`src/rtl/hsb_pkg.sv`:
```
package hsb_pkg;
    parameter int ADDR_W = 12;
    parameter int DATA_W = 16;
    parameter int IDX_W  = 7;
    localparam int DEPTH = 1 << IDX_W;

    typedef logic [ADDR_W-1:0] addr_t;
    typedef logic [IDX_W-1:0]  idx_t;
    typedef logic [DATA_W-1:0] word_t;

    typedef struct packed {
        logic  en;
        idx_t  idx;
        word_t data;
    } wr_port_t;

    typedef struct packed {
        logic active;
        idx_t idx;
    } rd_req_t;

    function automatic idx_t to_idx(input addr_t a);
        return a[IDX_W-1:0];
    endfunction
endpackage

```
`src/rtl/hsb_wr_capture.sv`:
```
module hsb_wr_capture
    import hsb_pkg::*;
(
    input  logic     wr,
    input  logic     frame,
    input  addr_t    addr,
    input  word_t    wdata,
    output wr_port_t wport
);
    always_comb begin
        wport.en   = wr & frame;
        wport.idx  = to_idx(addr);
        wport.data = wdata;
    end
endmodule

```
`src/rtl/hsb_rd_track.sv`:
```
module hsb_rd_track
    import hsb_pkg::*;
(
    input  logic clk,
    input  logic rst,
    input  logic rd,
    input  logic frame,
    input  addr_t addr,
    output logic  second,
    output idx_t  cap_idx,
    output rd_req_t req
);
    logic active;
    assign active = rd & frame;

    always_ff @(posedge clk) begin
        if (rst) begin
            second  <= 1'b0;
            cap_idx <= '0;
        end else if (active) begin
            if (!second) begin
                second  <= 1'b1;
                cap_idx <= to_idx(addr);
            end else begin
                second  <= 1'b0;
            end
        end else begin
            second <= 1'b0;
        end
    end

    always_comb begin
        req.active = active;
        req.idx    = second ? cap_idx : to_idx(addr);
    end
endmodule

```
`src/rtl/hsb_regfile.sv`:
```
module hsb_regfile
    import hsb_pkg::*;
(
    input  logic     clk,
    input  wr_port_t wport,
    input  idx_t     ridx,
    output word_t    rword
);
    word_t words [DEPTH];

    for (genvar g = 0; g < DEPTH; g++) begin : g_word
        always_ff @(posedge clk) begin
            if (wport.en && wport.idx == idx_t'(g)) begin
                words[g] <= wport.data;
            end
        end
    end

    assign rword = words[ridx];
endmodule

```
`src/rtl/hsb_sram_slave.sv`:
```
module hsb_sram_slave
    import hsb_pkg::*;
(
    input  logic              bus_clk,
    input  logic              rst,
    input  logic              bus_wr,
    input  logic              bus_rd,
    input  logic              bus_frame,
    input  logic [ADDR_W-1:0] bus_addr,
    input  logic [DATA_W-1:0] bus_wdata,
    output logic [DATA_W-1:0] bus_rdata,
    output logic              bus_rdata_oe
);
    wr_port_t wport;
    rd_req_t  rreq;
    logic     rd_second;
    idx_t     rd_cap_idx;
    word_t    mem_word;
    logic     unused_hi_addr;

    assign unused_hi_addr = ^bus_addr[ADDR_W-1:IDX_W];

    hsb_wr_capture u_wr (
        .wr    (bus_wr),
        .frame (bus_frame),
        .addr  (bus_addr),
        .wdata (bus_wdata),
        .wport (wport)
    );

    hsb_rd_track u_rd (
        .clk     (bus_clk),
        .rst     (rst),
        .rd      (bus_rd),
        .frame   (bus_frame),
        .addr    (bus_addr),
        .second  (rd_second),
        .cap_idx (rd_cap_idx),
        .req     (rreq)
    );

    hsb_regfile u_mem (
        .clk   (bus_clk),
        .wport (wport),
        .ridx  (rreq.idx),
        .rword (mem_word)
    );

    assign bus_rdata_oe = rreq.active;
    assign bus_rdata    = rreq.active ? mem_word : '0;
endmodule

```
`config.mk`:
```
export PLATFORM = sky130hd
export DESIGN_NAME = hsb_sram_slave
export DESIGN_NICKNAME = d
export VERILOG_FILES = /design/src/rtl/hsb_pkg.sv /design/src/rtl/hsb_wr_capture.sv /design/src/rtl/hsb_rd_track.sv /design/src/rtl/hsb_regfile.sv /design/src/rtl/hsb_sram_slave.sv
export SDC_FILE = /design/constraint.sdc
export NUM_CORES = 2
export LEC_CHECK = 0
export CORE_UTILIZATION = 34
export CTS_CLUSTER_SIZE = 12
export DETAILED_ROUTE_END_ITERATION = 8
export DONT_BUFFER_PORTS = 1
export GPL_ROUTABILITY_DRIVEN = 0
export SLEW_MARGIN = 15
export SYNTH_ARGS = -nofsm -noshare
export SYNTH_HDL_FRONTEND = slang
export SYNTH_SLANG_ARGS = --single-unit
```
`constraint.sdc`:
```
create_clock -name bus_clk -period 3.5 [get_ports bus_clk]
set_input_delay 0.7 -clock bus_clk [delete_from_list [all_inputs] [get_ports bus_clk]]
set_output_delay 0.7 -clock bus_clk [all_outputs]
set_load 0.05 [all_outputs]
```
[After elaboration in Yosys (flattened, before gate mapping)]
Memories as Yosys holds them, arrays and structs flattened.
Index checks and enable logic that the tools add are counted.
W data, S select, Z words.
Word-level totals
  register bits: 8
  RAM bits: 2048
  output and inout port bits: 17
  memories kept: 1
Memory list
  u_mem.words: depth 128, bits a word 16, read ports 1, clocked after memory_dff 0, wr ports 1, line hsb_regfile.sv:9  | word_t words [DEPTH];
Operators by class
  equality and inequality tests: 127
  mux-type cells: 640
  bitwise logic cells: 3
  reduce and logical (&&, ||, !) cells: 257
Operators by type and width (count)
  $mux W16: 128
  $reduce_or A16 Y1: 127
  $mux W7: 128
  $eq A7 B7 Y1 const B: 64
  $mux W1: 384
  $eq A7 B6 Y1 const B: 32
  $logic_and A1 B1 Y1: 128
  $eq A7 B5 Y1 const B: 16
  $eq A7 B4 Y1 const B: 8
  $eq A7 B3 Y1 const B: 4
  $eq A7 B2 Y1 const B: 2
  $eq A7 B1 Y1 const B: 1
  $logic_not A7 Y1: 1
  $and A1 B1 Y1: 2
  $reduce_or A2 Y1: 1
  $not A1 Y1: 1

[Depth between registers and ports, before layout]
  word-level depth: 132
  mapped depth: 13
  depth with buffers taken out: 9

[Modules after synthesis]
From an unflattened synthesis, not the netlist that was laid out.
Second synthesis, totals
  cell total of the unflattened synthesis: 3168
  area total of the unflattened synthesis: 79048.3 um^2
Modules (own cells, without submodules)
  hsb_regfile: times used 1, cells an instance 3084, area an instance 78291.3 um^2
  hsb_rd_track: times used 1, cells an instance 43, area an instance 451.7 um^2
  hsb_wr_capture: times used 1, cells an instance 24, area an instance 178.9 um^2
  hsb_sram_slave: times used 1, cells an instance 17, area an instance 126.4 um^2

[Worst setup path before layout]
OpenSTA, ideal clock, no wires.
  path kind: input-to-output
  from: in bus_addr[1]
  to: out bus_rdata[2]
  data arrival time: 3016 ps
  data required time: 2800 ps
  setup slack: -216 ps
  stages: 11
  cell sequence: buf_2 mux2_4 buf_4 buf_2 buf_1 nand2_1 nand3_1 nand3_1 a311oi_1 a31oi_1 o221ai_1
On the way
  cells in the longest elaborated chain, start to end: 3
Ends and longest elaborated chain
  start, declared: line hsb_sram_slave.sv:9  | input logic [ADDR_W-1:0] bus_addr,
  $mux W7: line hsb_rd_track.sv:34  | req.idx = second ? cap_idx : to_idx(addr);
  $mem_v2 Z128 W16
  $mux W16: line hsb_sram_slave.sv:50  | assign bus_rdata = rreq.active ? mem_word : '0;
  end, declared: line hsb_sram_slave.sv:11  | output logic [DATA_W-1:0] bus_rdata,
No other way between the ends.

[Final worst setup path]
  from: reg u_rd.second
  to: out bus_rdata[8]
On the way
  cells in the longest elaborated chain, start to end: 3
Ends and longest elaborated chain
  start, declared: line hsb_rd_track.sv:9  | output logic second,
  start signal, assigned: line hsb_rd_track.sv:18  | second <= 1'b0;
  start signal, assigned: line hsb_rd_track.sv:22  | second <= 1'b1;
  start signal, assigned: line hsb_rd_track.sv:25  | second <= 1'b0;
  $mux W7: line hsb_rd_track.sv:34
  $mem_v2 Z128 W16
  $mux W16: line hsb_sram_slave.sv:50
No other way between the ends.

==> metrics.txt <==
status=finished, violations left; failing checks=setup timing; Synth cell types=61; CTS tree=built; I/O pin count=50; worst r2r src=u_rd.second$_SDFF_PP0_; #FFs+latches synth=2056; drt first-iter violations=8840; Num CTS Buffers=212; minimum clock period=4.71 ns; Detailed Place HPWL=163000 um; Critical Path RT=2.80 ns; initial antenna violation count=22; yosys warns=0; clock sink count=2056; PnR worst setup slack=-1.21 ns; period utilization=135%; Worst Tran Pin Value=1.08 ns; Core Area=240000 um2; H-tree lvl count=4; post-synth top area share=74.9%; drt total wl=293000 um; Leak=36.3 nW; pwr/cell area=521 nW/um2; largest net degree at the start of global routing=129; starting density of the core=34.2%; Root Driver=clkbuf_16; vias in the first global route=54355; Post-Synthesis Cells=6183; die area=244000 um2; most frequent cells in the layout=2048 x edfxtp_1, 1795 x nand2_1, 729 x buf_4; crit-path max FO=20; CP Launch Type=register; commonest non-fill, non-tap cell in the layout=edfxtp_1; via count=58221; DR pass1 iterations=9; vias per cell=5.60; Mapped Nets=6216; Crit. End Element=output port; Slew Viols, Final=0; max_cap viols=0; Final #Nets=7075; total grt overflow=0; RSZ-0062 raised after global routing=true; HP Start=bus_wdata[2]; worst min path class=in2reg; die height=493 um; Setup Skew=0.0139 ns; mapped cell area=82100 um2; # DRC=0; Synth area leaders=edfxtp_1 75%, nand2_1 8.3%, nand3_1 4.7%; Final Setup Violations=16; Worst-path clk slew=0.06 ns; Clk Latency, worst-skew pair=0.87 ns; pre-CTS setup slack=-0.720 ns; Peak VDD IR=0.445 mV; routed len/inst=28.2 um; Max Fclk=212 MHz; Final Hold Vio Count=0; area delta synth->final=26.8%; Finished Layout Cells=10388; sequential area share after synthesis=75.1%; site row count=180; layout cell share with drive strength beyond 1=23.4%; Mapped Avg Cell Area=13.3 um2; number of flops mapped to enable cells by yosys=2048; Post-synth top flop=edfxtp_1; CP arrival=4.01 ns; IO Port Bufs=0; CP Class=reg2out; post-synth top area cell=edfxtp_1; asr flop ratio synth=0%; post-route ant nets=0; GRT Total Usage=23.3%; CP startpoint=u_rd.second$_SDFF_PP0_; first-pass GRT wire length=407000 um; Die W=493 um; Cell Count Post-Placement=9818; Clock Tree Buf Depth=3; Rel. slew slack=27.7%
-- kinds of logic after synthesis --
logic type | count (synthesis) | synth area share, %
AO/OA/AOI/OAI | 660 | 5.50
buffers and inverters | 413 | 2.49
flip-flops | 2056 | 75.1
AND/OR/NAND/NOR | 2902 | 15.0
multiplexers | 152 | 1.98
-- timing repair --
item | 4_1_cts | 5_1_grt
endpoints found under the setup margin | 16 | 16
cloned | 25 | 4
buffers inserted | 97 | 39
pin swaps | 98 | 88
endpoints found under the hold margin | 523 | 55
hold buffers | 40 | 7
gates resized for setup | 349 | 161
-- cells in the mapped netlist, drive strengths merged, types with 2 or more instances --
master   count
a31o        23
o311ai       2
buf        330
mux2i      143
nor4         4
a32o        31
nor2b        6
o211ai      15
inv          2
a21oi      170
nand2b       6
a32oi       28
o2bb2ai      4
a2bb2oi      2
a22oi       10
a311oi      33
mux2         4
nor3         6
mux4         5
nand4       38
and3        90
nand3b       7
o32ai        2
a211oi      18
o21ai       62
a221o        2
edfxtp    2048
a311o       13
o22ai       35
a21boi       3
nor2       147
clkbuf      81
and2         3
nand3      778
a221oi      43
o2111ai     23
a31oi      130
nand2     1812
a21o         6
dfxtp        8
-- routing by layer --
layer  up-vias  part of all wire, %  global-route usage, %
li1      24658                    -                      -
met1     29348                   39                   32.3
met2      3639                   44                   35.2
met3       568                   12                   5.61
met4         8                  4.3                   9.16
met5         -                0.017                      0
-- worst max-delay path, stage by stage, from the launching register on --
cell and delay [ns]:
dfxtp_4 0.36, buf_8 0.14, mux2_8 0.37, buf_16 0.21, buf_4 0.15, buf_12 0.15, nand2_1 0.07, and3_1 0.20
a311oi_2 0.27, a311oi_1 0.07, buf_4 0.16, a211oi_4 0.38, nand4b_1 0.31, buf_12 0.15, buf_12 0.12
-- registers in the layout, summed over array words and instances, names as in the netlist --
register / cells
u_rd.second: 1
u_rd.cap_idx: 7
u_mem.words: 2048
-- area by class of cell --
type                       count  area [um2]
fill                       21234      136000
tap                         3185        3990
inverter                       2        7.51
clock inverter                97         823
sequential                  2056       61700
antenna                        6        15.0
multi-input combinational   3715       20500
clock buffer                 272        5570
timing repair buffer        1055       11500
-- power breakdown --
part | total [mW] | internal (mW) | switching [mW] | leakage [nW]
sequential | 27.1 | 27.1 | 0.0181 | 18.5
combinational | 5.71 | 2.28 | 3.43 | 14.7
clock | 21.4 | 11.8 | 9.50 | 3.10
total | 54.2 | 41.3 | 13.0 | 36.3
-- worst paths after layout --
kind / cells past startpoint / end / slack, ns
hold / removal: 0 / u_mem.words[9][2]$_DFFE_PP_ / 0.05
setup reg to reg: 5 / u_rd.cap_idx[5]$_SDFFE_PP0P_ / 1.89
hold reg to reg: 2 / u_rd.cap_idx[4]$_SDFFE_PP0P_ / 0.59
setup / recovery: 14 / bus_rdata[8] / -1.21
-- through the flow --
| stage | hold WS [ns] | TNS (ns) | instance area (um2) | power [mW] | util [%] |
|---|---|---|---|---|---|
| finish | 0.0478 | -17.94 | 104000 | 54.2 | 43.3 |
| CTS | 0.00127 | -18.02 | 103000 | 54.0 | 42.8 |
| floorplan | 0.481 | -0.129 | 82200 | 29.7 | - |
| global placement | 0.546 | -8.98 | 92600 | 32.0 | 38.5 |
| global route | 0.00723 | -18.83 | 104000 | 55.4 | 43.3 |
| detailed placement | 0.566 | -9.16 | 92600 | 32.0 | 38.5 |
No activity file was read; power rests on OpenSTA's default activity.
